`config.mk`:
```
export PLATFORM = sky130hd
export DESIGN_NAME = btu_top
export DESIGN_NICKNAME = d
export VERILOG_FILES = /design/src/rtl/btu_pkg.sv /design/src/rtl/btu_decode.sv /design/src/rtl/btu_ajmp.sv /design/src/rtl/btu_cjne.sv /design/src/rtl/btu_top.sv
export SDC_FILE = /design/constraint.sdc
export NUM_CORES = 1
export LEC_CHECK = 0
export ABC_AREA = 0
export CELL_PAD_IN_SITES_DETAIL_PLACEMENT = 1
export CELL_PAD_IN_SITES_GLOBAL_PLACEMENT = 1
export CORE_MARGIN = 2
export CORE_UTILIZATION = 37
export CTS_CLUSTER_SIZE = 12
export DETAILED_ROUTE_END_ITERATION = 6
export PLACE_DENSITY_LB_ADDON = 0.1
export REMOVE_ABC_BUFFERS = 1
export SLEW_MARGIN = 30
export SYNTH_ARGS = -nofsm -noshare
export SYNTH_HDL_FRONTEND = slang
export SYNTH_SLANG_ARGS = --single-unit
export TNS_END_PERCENT = 1
```
`constraint.sdc`:
```
create_clock -name clk -period 6.05 [get_ports clk]
set_clock_uncertainty 0.2 [all_clocks]
set_input_delay 1.5125 -clock clk [delete_from_list [all_inputs] [get_ports clk]]
set_output_delay 1.5125 -clock clk [all_outputs]
set_load 0.05 [all_outputs]
```
`src/rtl/btu_pkg.sv`:
```
package btu_pkg;
  typedef enum logic [1:0] {
    K_SEQ  = 2'd0,
    K_AJMP = 2'd1,
    K_CJNE = 2'd2
  } kind_e;
endpackage

```
`src/rtl/btu_decode.sv`:
```
module btu_decode
  import btu_pkg::*;
#(
  parameter int DW = 8
) (
  input  logic [DW-1:0] opcode_i,
  output kind_e         kind_o
);
  // Absolute jump: low five opcode bits are 00001.
  // Compare-and-branch: opcodes B4h..BFh.
  always_comb begin
    if (opcode_i[4:0] == 5'b00001)
      kind_o = K_AJMP;
    else if (opcode_i >= DW'(8'hB4) && opcode_i <= DW'(8'hBF))
      kind_o = K_CJNE;
    else
      kind_o = K_SEQ;
  end
endmodule

```
`src/rtl/btu_ajmp.sv`:
```
module btu_ajmp #(
  parameter int PC_W   = 16,
  parameter int PAGE_W = 11,
  parameter int DW     = 8,
  localparam int HI_W  = PC_W - PAGE_W,
  localparam int SEL_W = PAGE_W - DW
) (
  input  logic [PC_W-1:0]  pc_i,
  input  logic [SEL_W-1:0] sel_i,
  input  logic [DW-1:0]    byte2_i,
  output logic [PC_W-1:0]  target_o
);
  logic [HI_W-1:0] page;

  // The page comes from the address after the two-byte instruction.
  assign page     = HI_W'((pc_i + PC_W'(2)) >> PAGE_W);
  assign target_o = {page, sel_i, byte2_i};
endmodule

```
`src/rtl/btu_cjne.sv`:
```
module btu_cjne #(
  parameter int PC_W = 16,
  parameter int DW   = 8
) (
  input  logic [PC_W-1:0] pc_i,
  input  logic [DW-1:0]   dst_i,
  input  logic [DW-1:0]   src_i,
  input  logic [DW-1:0]   rel_i,
  output logic [PC_W-1:0] target_o,
  output logic            lt_o,
  output logic            ne_o
);
  logic [PC_W-1:0] fall;
  logic [PC_W-1:0] disp;

  assign fall     = pc_i + PC_W'(3);
  assign disp     = {{(PC_W-DW){rel_i[DW-1]}}, rel_i};
  assign lt_o     = dst_i < src_i;
  assign ne_o     = dst_i != src_i;
  assign target_o = ne_o ? fall + disp : fall;
endmodule

```
`src/rtl/btu_top.sv`:
```
module btu_top
  import btu_pkg::*;
#(
  parameter int PC_W   = 16,
  parameter int PAGE_W = 11,
  parameter int DW     = 8,
  parameter int LEN_W  = 2,
  localparam int SEL_W = PAGE_W - DW
) (
  input  logic             clk,
  input  logic             rst,
  input  logic             req_valid_i,
  input  logic [PC_W-1:0]  pc_i,
  input  logic [DW-1:0]    opcode_i,
  input  logic [DW-1:0]    byte2_i,
  input  logic [DW-1:0]    rel_i,
  input  logic [DW-1:0]    cmp_dst_i,
  input  logic [DW-1:0]    cmp_src_i,
  input  logic [LEN_W-1:0] len_i,
  input  logic             carry_i,
  output logic             res_valid_o,
  output logic [PC_W-1:0]  next_pc_o,
  output logic             carry_o,
  output logic             taken_o
);
  kind_e           kind;
  logic [PC_W-1:0] abs_pc;
  logic [PC_W-1:0] rel_pc;
  logic [PC_W-1:0] seq_pc;
  logic            cmp_lt;
  logic            cmp_ne;
  logic [PC_W-1:0] nxt_pc;
  logic            nxt_c;
  logic            nxt_t;

  btu_decode #(.DW(DW)) u_dec (
    .opcode_i (opcode_i),
    .kind_o   (kind)
  );

  btu_ajmp #(.PC_W(PC_W), .PAGE_W(PAGE_W), .DW(DW)) u_abs (
    .pc_i     (pc_i),
    .sel_i    (opcode_i[DW-1 -: SEL_W]),
    .byte2_i  (byte2_i),
    .target_o (abs_pc)
  );

  btu_cjne #(.PC_W(PC_W), .DW(DW)) u_rel (
    .pc_i     (pc_i),
    .dst_i    (cmp_dst_i),
    .src_i    (cmp_src_i),
    .rel_i    (rel_i),
    .target_o (rel_pc),
    .lt_o     (cmp_lt),
    .ne_o     (cmp_ne)
  );

  assign seq_pc = pc_i + PC_W'(len_i);

  always_comb begin
    unique case (kind)
      K_AJMP: begin nxt_pc = abs_pc; nxt_c = carry_i; nxt_t = 1'b1;   end
      K_CJNE: begin nxt_pc = rel_pc; nxt_c = cmp_lt;  nxt_t = cmp_ne; end
      default: begin nxt_pc = seq_pc; nxt_c = carry_i; nxt_t = 1'b0;  end
    endcase
  end

  always_ff @(posedge clk) begin
    if (rst) begin
      res_valid_o <= 1'b0;
      next_pc_o   <= '0;
      carry_o     <= 1'b0;
      taken_o     <= 1'b0;
    end else begin
      res_valid_o <= req_valid_i;
      if (req_valid_i) begin
        next_pc_o <= nxt_pc;
        carry_o   <= nxt_c;
        taken_o   <= nxt_t;
      end
    end
  end

  // reset clears the result
  p_reset_clear_r1: assert property (@(posedge clk)
    $past(rst) |-> !res_valid_o && !taken_o && !carry_o);

  // strobe follows the request by one edge
  p_valid_follow_r2: assert property (@(posedge clk) disable iff (rst)
    $past(!rst) |-> res_valid_o == $past(req_valid_i));

  // the absolute jump is always taken
  p_abs_taken_r3: assert property (@(posedge clk) disable iff (rst)
    $past(!rst && req_valid_i && kind == K_AJMP) |-> taken_o);

  // the jump lands in the page after the instruction
  p_abs_page_r4: assert property (@(posedge clk) disable iff (rst)
    $past(!rst && req_valid_i && kind == K_AJMP) |->
      next_pc_o[PC_W-1:PAGE_W] == $past(PC_W'(pc_i + PC_W'(2)) >> PAGE_W));

  // unsigned less-than sets carry and branches
  p_lt_carry_r5: assert property (@(posedge clk) disable iff (rst)
    $past(!rst && req_valid_i && kind == K_CJNE && cmp_dst_i < cmp_src_i) |->
      carry_o && taken_o);

  // equal operands fall through with carry clear
  p_eq_fall_r7: assert property (@(posedge clk) disable iff (rst)
    $past(!rst && req_valid_i && kind == K_CJNE && cmp_dst_i == cmp_src_i) |->
      !carry_o && !taken_o && next_pc_o == $past(pc_i + PC_W'(3)));

  // other opcodes never transfer control
  p_seq_not_taken_r8: assert property (@(posedge clk) disable iff (rst)
    $past(!rst && req_valid_i && kind == K_SEQ) |-> !taken_o && carry_o == $past(carry_i));

  // an idle edge holds the result
  p_idle_hold_r9: assert property (@(posedge clk) disable iff (rst)
    $past(!rst && !req_valid_i) |-> $stable(next_pc_o) && $stable(carry_o) && $stable(taken_o));
endmodule

```
==> results of run 1 <==
[where the power goes]
| part | total (mW) | internal (mW) | switching [mW] |
|---|---|---|---|
| logic | 0.289 | 0.123 | 0.166 |
| registers | 0.140 | 0.135 | 0.00536 |
| clock network | 0.0928 | 0.0470 | 0.0459 |
[metal layers]
layer,GRT usage [%],vias up,wire (µm)
met3,3.42,4,706
li1,-,1492,-
met1,36.0,1428,4650
met5,0,-,0
met2,44.0,87,4570
met4,2.04,0,45
[cells in the mapped netlist, drive strengths merged, types with 2 or more instances]
cell and instances:
xor2 13, xnor2 22, o41ai 2, a21o 4
dfxtp 19, nor3 12, fa 2, mux2i 2
nand4 9, nand2 25, nand3 3, or2 5
clkbuf 11, o21ai 20, nor2b 5, a211oi 15
nor4 5, nor2 47, nand2b 3, a221oi 11
a31oi 6, o211a 2, and3 2, ha 28
a311oi 4, a221o 2, a21oi 25, buf 8
o21a 3, inv 23, o211ai 6, o2111ai 3
o31ai 2
[metrics by stage]
step | cells | worst slack, ns | power (mW) | util, %
after floorplan | 347 | 2.11 | 0.310 | -
after global placement | 529 | 1.04 | 0.424 | 49.7
after detailed placement | 529 | 0.943 | 0.430 | 49.7
after CTS | 533 | 1.21 | 0.522 | 50.4
after global routing | 533 | 0.904 | 0.558 | 50.4
final | 533 | 1.18 | 0.521 | 50.4
[final timing paths]
path,slack [ns],endpoint,cells past startpoint
max,1.18,next_pc_o[15],13
min,0.29,next_pc_o[5],2
max reg2reg,5.01,next_pc_o[15],4
min reg2reg,0.29,next_pc_o[5],2
[final cells by class]
class,count,area (µm²),share of cell area (%)
Tap cell,99,124,3.45
Clock buffer,4,45.0,1.25
Sequential cell,19,380,10.6
Inverter,23,86.3,2.40
Multi-Input combinational cell,305,2140,59.4
Timing Repair Buffer,83,823,22.9
[registers in the layout, summed over array words and instances (netlist names)]
signal,flops
carry_o,1
next_pc_o,16
res_valid_o,1
taken_o,1
[worst max-delay path, cell delays in order]
cell and delay (ns):
clkdlybuf4s50_1 0.60, inv_1 0.12, ha_1 0.25, or2_2 0.36
nor2_1 0.14, xor2_1 0.20, ha_1 0.34, a21oi_1 0.24
o21ai_0 0.13, a31oi_1 0.28, o21ai_0 0.24, xnor2_1 0.18
o41ai_1 0.23
[logic make-up after synthesis]
family / after synthesis
XOR/XNOR: 35
adder cells (fa/ha/maj): 30
buffers and inverters: 42
AO/OA/AOI/OAI: 116
AND/OR/NAND/NOR: 122
multiplexers: 2
flip-flops: 19
==> results.ini, run 1 <==
[global_route]
grt_pass1_wl_um = 16000
antenna_found_initial = 0
grt_pass1_vias = 3046
grt_use_total_pct = 25.7
grt_max_degree = 27
grt_overflow = 0

[cts]
cts.repair.resized = 0
cts_setup_buffers = 0
cts_htree_levels = 1
cts-buffers-inserted = 3
hold_buffers = 0
cts_tree = yes
cts-root-buf = clkbuf_8
insertion_delay_ns = 0.26
path_clk_slew_ns = 0.08
clockBufferDepth = 2
clock_sinks = 19

[floorplanning]
core_um2 = 7140
rows = 31
chipHeight_um = 89.3
io_pins = 81
fp.dieW_um = 89.3
die-area_um2 = 7970
start_util_pct = 37.7

[timing]
slew_viol_final = 0
hold_viol = 0
period_share_pct = 80.5
slew_headroom_pct = 44.3
rsz0062_at_grt = no
setup_tns_ns = 0
period_minus_slack_ns = 4.87
finalSetupViolCount = 0
fmax_ghz = 0.205
worst_pin_slew_ns = 0.833
holdWs_ns = 0.286

[job]
cap_violations = 0

[critical_path]
criticalPathCategory = in -> reg
crit_start = pc_i[1]
required_ns = 6.02
r2r_start = next_pc_o[15]
setup.worst_path.end_class = register
crit_arrival_ns = 4.84
cp-start-kind = input port
cp_max_fo = 7

[pwr]
power-per-cell-area_nw_per_um2 = 145
peakVddDrop_mv = 0.0462
p_leak_nw = 1.36

[placed_design]
gp_congestion = 0.937
port_buffers = 80
dpl_cell_area_um2 = 3550
hpwl_um = 8180

[synth]
synth.area.mux_share_pct = 0.744
synthAdderAreaFrac_pct = 14.5
avgSynthCellArea_um2 = 7.35
syn_area_um2 = 2690
synth_top_area_cell = dfxtp_1
synth_top_area_share_pct = 14.1
synth_edf_count = 0
synth_ff_type = dfxtp_1
synth-seq-area-share_pct = 14.1
yosys.area_share.simple_pct = 21.9
synth-xor-area-share_pct = 11.4
ys_seq_elements = 19
ys_top_cells_by_area = dfxtp_1 (14%), ha_1 (13%), xnor2_1 (7.2%)
yosysWarnings = 0
synthDistinctLibCells = 58
synth_compound_area_share_pct = 30.9
synthArstFlopShare_pct = 0
synth_cells = 366
synth_top_family_by_area = compound AO/OA/AOI/OAI gates

[drt]
avgViaCountPerCell = 5.65
wl_per_cell_um = 18.7
drt_first_pass_iters = 4
drc = 0
vias = 3011
postRouteAntennaNets = 0
finalWirelength_um = 9980
drtIter0Drc = 185

[finish]
final_net_count = 527
final_common_cell = clkdlybuf4s50_1
drive_above_1_share_pct = 3.69
design_area_um2 = 3590
layout_common_cells = clkdlybuf4s50_1 (80), nor2_1 (46), ha_1 (28)
area_growth_pct = 33.6
num-fill-cells = 927
antennaDiodeCount = 0

[run_status]
status = complete, no violations

[worst_hold_path]
min_path_type = reg -> reg
min_from = next_pc_o[5]

Power figures use the tool's default switching activity.
==> run 2: changes to the inputs <==
CORE_UTILIZATION = 31   (was 37)
clock period = 4.05 ns   (was 6.05 ns; I/O delays follow)
==> run 2 against run 1 <==
Combinational power increased by 86%. Via count rose by 11%. Sequential cell count stayed put. Global-route usage is 2.6 points lower. Sequential share of layout area shrank 1.8 points. First-iteration DRC count decreased by 30%. Critical path type unchanged. Critical endpoint is now next_pc_o[11].
==> results.ini, run 2 (synthesized netlist as in run 1, its figures left out) <==
[run_status]
status = complete, no violations  ; unchanged

[critical_path]
r2r_cells = 4  ; unchanged
setup.worst_path.end_class = register  ; unchanged
crit_arrival_ns = 3.92  ; was 4.84 ns
cp-start-kind = input port  ; unchanged
required_ns = 4.04  ; was 6.02 ns
cp_max_fo = 3  ; was 7
criticalPathCategory = in -> reg  ; unchanged

[global_route]
antenna_found_initial = 0  ; unchanged
grt_pass1_vias = 3544  ; was 3046
grt_overflow = 0  ; unchanged
grt_use_total_pct = 23.1  ; was 25.7%
grt_pass1_wl_um = 17900  ; was 16000 µm
grt_max_degree = 26  ; was 27

[job]
cap_violations = 0  ; unchanged

[floorplanning]
die-area_um2 = 9440  ; was 7970 µm²
rows = 33  ; was 31
chipHeight_um = 97.2  ; was 89.3 µm
io_pins = 81  ; unchanged
start_util_pct = 32.4  ; was 37.7%
core_um2 = 8300  ; was 7140 µm²
fp.dieW_um = 97.2  ; was 89.3 µm

[finish]
drive_above_1_share_pct = 24.2  ; was 3.69%
largest_reg_flops = 16  ; unchanged
antennaDiodeCount = 0  ; unchanged
design_area_um2 = 4350  ; was 3590 µm²
finalNonFillerCells = 617  ; was 533
area_growth_pct = 61.5  ; was 33.6%
regArea_um2 = 380  ; unchanged
largest_register = next_pc_o  ; unchanged
multi_input_area_um2 = 2290  ; was 2140 µm²
num-fill-cells = 1023  ; was 927
final_net_count = 605  ; was 527
final_common_cell = buf_4  ; was clkdlybuf4s50_1
layout_common_cells = buf_4 (81), clkdlybuf4s50_1 (80), nor2_1 (40)  ; was clkdlybuf4s50_1 (80), nor2_1 (46), ha_1 (28)
fin_util_pct = 52.4  ; was 50.4%

[placed_design]
gp_congestion = 0.930  ; was 0.937
pre_cts_slack_ns = -0.484  ; was 0.943 ns
hpwl_um = 9220  ; was 8180 µm
dpl_cell_area_um2 = 4070  ; was 3550 µm²
dp_cells = 603  ; was 529
port_buffers = 80  ; unchanged

[timing]
slew_viol_final = 0  ; unchanged
rsz0062_at_grt = yes  ; was no
finalSetupViolCount = 0  ; unchanged
holdWs_ns = 0.281  ; was 0.286 ns
fmax_ghz = 0.255
period_minus_slack_ns = 3.93
setup_tns_ns = 0  ; unchanged
worst_pin_slew_ns = 0.687  ; was 0.833 ns
period_share_pct = 97.0
hold_viol = 0  ; unchanged
postLayoutSetupSlackWorst_ns = 0.121  ; was 1.18 ns
slew_headroom_pct = 54.0  ; was 44.3%

[worst_hold_path]
hold_depth = 2  ; unchanged
min_path_type = reg -> reg  ; unchanged

[cts]
cts-root-buf = clkbuf_8  ; unchanged
insertion_delay_ns = 0.27  ; was 0.26 ns
hold_buffers = 0  ; unchanged
path_clk_slew_ns = 0.09  ; was 0.08 ns
cts-buffers-inserted = 3  ; unchanged
clock_sinks = 19  ; unchanged
cts_htree_levels = 1  ; unchanged
clockBufferDepth = 2  ; unchanged
cts_tree = yes  ; unchanged

[pwr]
peakVddDrop_mv = 0.0852  ; was 0.0462 mV
switching_share_pct = 41.1  ; was 41.6%
total_power_uw = 892  ; was 521 µW
p_comb_share_pct = 60.3  ; was 55.4%
switchingPower_uw = 367  ; was 217 µW
p_clk_share_pct = 16.4  ; was 17.8%
p_leak_nw = 1.76  ; was 1.36 nW
seqPwrFrac_pct = 23.4  ; was 26.9%
power-per-cell-area_nw_per_um2 = 205  ; was 145 nW/µm²
cell_internal_pwr_uw = 526  ; was 304 µW

[drt]
finalWirelength_um = 11300  ; was 9980 µm
avgViaCountPerCell = 5.41  ; was 5.65
wl_per_cell_um = 18.2  ; was 18.7 µm
vias = 3338  ; was 3011
drt_first_pass_iters = 4  ; unchanged
postRouteAntennaNets = 0  ; unchanged
drtIter0Drc = 130  ; was 185
drc = 0  ; unchanged

-- run 2: timing repair --
action / in CTS / in global routing
setup buffers: 4 / 6
endpoints found under the setup margin: 2 / 8
pin swaps: 3 / 12
gates resized for setup: 6 / 36
-- run 2: worst paths after layout --
| check | startpoint | endpoint | slack [ns] |
|---|---|---|---|
| setup / recovery | pc_i[0] | next_pc_o[11] | 0.12 |
| hold / removal | next_pc_o[7] | next_pc_o[7] | 0.28 |
| setup reg to reg | next_pc_o[15] | next_pc_o[15] | 2.96 |
| hold reg to reg | next_pc_o[7] | next_pc_o[7] | 0.28 |
-- run 2: power groups by stage --
stage / clock network, mW / logic (mW) / registers (mW)
after floorplan: 0 / 0.202 / 0.262
after global placement: 0 / 0.484 / 0.212
after detailed placement: 0 / 0.497 / 0.213
after CTS: 0.146 / 0.507 / 0.209
after global routing: 0.157 / 0.584 / 0.210
final: 0.146 / 0.538 / 0.208
-- run 2: critical path, stage by stage --
cell,delay (ns)
clkdlybuf4s50_1,0.48
inv_1,0.06
ha_2,0.19
or2_2,0.31
buf_4,0.17
nor2_4,0.12
xnor2_2,0.17
ha_1,0.30
a21oi_2,0.17
o21ai_1,0.12
a31oi_4,0.19
buf_4,0.14
xnor2_1,0.14
nand2_1,0.11
a311oi_2,0.24
-- run 2: layer usage --
layer	share of wire [%]	wire [µm]	GRT usage [%]	vias to the layer above
met5	0	0	0	-
met4	1.8	201	5.85	0
met3	4.9	556	3.02	16
met2	48	5370	40.4	95
met1	46	5120	30.0	1579
li1	-	-	-	1648
-- run 2: layout make-up --
class	instances	area share [%]
multi-input combinational	305	52.8
timing repair buffer	161	32.4
sequential	19	8.75
tap	105	3.02
inverter	23	1.99
clock buffer	4	1.04
==> run 3: changes to the inputs <==
clock period = 3.5 ns   (was 4.05 ns; I/O delays follow)
==> run 3 against run 2 <==
Sequential share of layout area shrank 0.95 points. Register-to-register slack lost 0.57 ns. Via count grew 8.7%. Global-route usage grew 3.5 points. First-iteration DRC count grew 14%. Power grew 26%. Hold slack gained 0.0072 ns. Utilization grew 6.4 points. Largest power group unchanged. Highest routed layer unchanged.
==> results.ini, run 3 (synthesized netlist as in run 1, its figures left out) <==
[pwr]
p_leak_nw = 2.03  ; was 1.76 nW
switchingPower_uw = 465  ; was 367 µW
cell_internal_pwr_uw = 660  ; was 526 µW
peakVddDrop_mv = 0.129  ; was 0.0852 mV
seqPwrFrac_pct = 21.5  ; was 23.4%
p_clk_share_pct = 14.6  ; was 16.4%
switching_share_pct = 41.3  ; was 41.1%
power-per-cell-area_nw_per_um2 = 231  ; was 205 nW/µm²
p_comb_share_pct = 63.9  ; was 60.3%

[floorplanning]
core_um2 = 8300  ; unchanged
die-area_um2 = 9440  ; unchanged
chipHeight_um = 97.2  ; unchanged
io_pins = 81  ; unchanged
rows = 33  ; unchanged
start_util_pct = 32.4  ; unchanged
fp.dieW_um = 97.2  ; unchanged

[global_route]
grt_pass1_wl_um = 20400  ; was 17900 µm
antenna_found_initial = 0  ; unchanged
grt_overflow = 0  ; unchanged
grt_pass1_vias = 3894  ; was 3544
grt_max_degree = 26  ; unchanged
grt_use_total_pct = 26.6  ; was 23.1%

[worst_hold_path]
min_from = next_pc_o[12]  ; was next_pc_o[7]
hold_depth = 2  ; unchanged
min_path_type = reg -> reg  ; unchanged
whs_endpoint = next_pc_o[12]  ; was next_pc_o[7]

[cts]
cts-buffers-inserted = 3  ; unchanged
clockBufferDepth = 2  ; unchanged
cts_htree_levels = 1  ; unchanged
path_clk_slew_ns = 0.08  ; was 0.09 ns
cts_tree = yes  ; unchanged
insertion_delay_ns = 0.26  ; was 0.27 ns
cts-root-buf = clkbuf_8  ; unchanged
clock_sinks = 19  ; unchanged

[critical_path]
setup.worst_path.end_class = register  ; unchanged
required_ns = 3.48  ; was 4.04 ns
reg2reg_slack_ns = 2.39  ; was 2.96 ns
criticalPathCategory = in -> reg  ; unchanged
crit_arrival_ns = 3.45  ; was 3.92 ns
cp-start-kind = input port  ; unchanged
crit_buf_inv = 4  ; unchanged
crit_slowest_cell = ha_1  ; was clkdlybuf4s50_1
r2r_end = next_pc_o[15]  ; unchanged
cp_max_fo = 4  ; was 3
cp_common_cell = buf_4  ; unchanged
crit_chain = dlygate4sd2_1 > buf_4 > o2111ai_4 > buf_4 > nor2_2 > xor2_2 > ha_1 > a21oi_2 > o21ai_2 > buf_4 > o21a_1 > a31oi_2 > a31oi_1 > a211oi_2  ; was clkdlybuf4s50_1 > inv_1 > ha_2 > or2_2 > buf_4 > nor2_4 > xnor2_2 > ha_1 > a21oi_2 > o21ai_1 > a31oi_4 > buf_4 > xnor2_1 > nand2_1 > a311oi_2
slowest_delay_ns = 0.33  ; was 0.48 ns
r2r_cells = 4  ; unchanged
cp_top_family = compound AO/OA/AOI/OAI gates  ; was buffers and inverters
r2r_start = next_pc_o[15]  ; unchanged

[timing]
slew_viol_final = 0  ; unchanged
hold_viol = 0  ; unchanged
worst_pin_slew_ns = 0.745  ; was 0.687 ns
rsz0062_at_grt = yes  ; unchanged
fmax_ghz = 0.288
holdWs_ns = 0.288  ; was 0.281 ns
period_share_pct = 99.3
setup_tns_ns = 0  ; unchanged
finalSetupViolCount = 0  ; unchanged
slew_headroom_pct = 50.2  ; was 54.0%
period_minus_slack_ns = 3.47

[run_status]
status = complete, no violations  ; unchanged

[placed_design]
gp_congestion = 0.921  ; was 0.930
hpwl_um = 9690  ; was 9220 µm
port_buffers = 80  ; unchanged

[drt]
finalWirelength_um = 12700  ; was 11300 µm
vias = 3627  ; was 3338
drtIter0Drc = 148  ; was 130
postRouteAntennaNets = 0  ; unchanged
drt_first_pass_iters = 4  ; unchanged
wl_per_cell_um = 19.4  ; was 18.2 µm
drc = 0  ; unchanged
avgViaCountPerCell = 5.55  ; was 5.41

[finish]
final_net_count = 642  ; was 605
largest_reg_flops = 16  ; unchanged
layout_common_cells = buf_4 (111), clkdlybuf4s50_1 (70), nor2_1 (38)  ; was buf_4 (81), clkdlybuf4s50_1 (80), nor2_1 (40)
area_growth_pct = 81.2  ; was 61.5%
num-fill-cells = 993  ; was 1023
drive_above_1_share_pct = 35.2  ; was 24.2%
antennaDiodeCount = 0  ; unchanged
final_common_cell = buf_4  ; unchanged
largest_register = next_pc_o  ; unchanged

[job]
cap_violations = 0  ; unchanged

[run 3: layer usage]
| metal | vias up | routed length (µm) | GRT usage (%) | part of all wire, % |
|---|---|---|---|---|
| li1 | 1723 | - | - | - |
| met5 | - | 0 | 0 | 0 |
| met1 | 1780 | 5510 | 33.5 | 43 |
| met2 | 102 | 6450 | 47.9 | 51 |
| met4 | 0 | 231 | 7.80 | 1.8 |
| met3 | 22 | 472 | 2.66 | 3.7 |
[run 3: layout make-up]
cell class	instances	area [µm²]	share of cell area (%)
inverter	23	86.3	1.77
timing repair buffer	198	1700	34.9
multi-input combinational	305	2530	51.9
tap	105	131	2.69
sequential	19	380	7.80
clock inverter	1	5.00	0.103
clock buffer	3	41.3	0.847
[run 3: tightest hold or removal path, cell delays in order (launching register included)]
cell	delay, ns
dfxtp_1	0.31
nor2_1	0.08
a311oi_1	0.05
[run 3: repair_timing]
item	in CTS	in global routing
hold buffers	0	0
buffers inserted	16	3
resized for setup	85	16
endpoints found under the setup margin	12	10
pin swaps	44	15
[run 3: worst max path at each step]
stage	slack, ns	startpoint	end	cells after the start
floorplan	0.19	pc_i[1]	next_pc_o[15]	12
global placement	-0.65	pc_i[0]	next_pc_o[15]	14
detailed placement	-0.77	pc_i[0]	next_pc_o[15]	14
CTS	0.03	pc_i[10]	next_pc_o[15]	13
global route	-0.11	pc_i[1]	next_pc_o[14]	14
finish	0.03	pc_i[1]	next_pc_o[14]	14
[run 3: power by group through the flow]
stage	Clock, mW	Combinational, mW	Sequential (mW)
after floorplan	0	0.234	0.303
after global placement	0	0.588	0.246
after detailed placement	0	0.603	0.247
after CTS	0.165	0.681	0.242
after global routing	0.179	0.772	0.244
final	0.164	0.719	0.242
[run 3: stage by stage]
step / utilization [%] / cells / setup WS [ns] / area, µm² / power [mW]
after floorplan: - / 347 / 0.194 / 2600 / 0.536
after detailed placement: 51.5 / 631 / -0.766 / 4280 / 0.849
after global routing: 58.8 / 654 / -0.115 / 4880 / 1.19
after global placement: 51.5 / 631 / -0.648 / 4280 / 0.834
final: 58.8 / 654 / 0.0258 / 4880 / 1.13
after CTS: 57.2 / 651 / 0.0254 / 4750 / 1.09
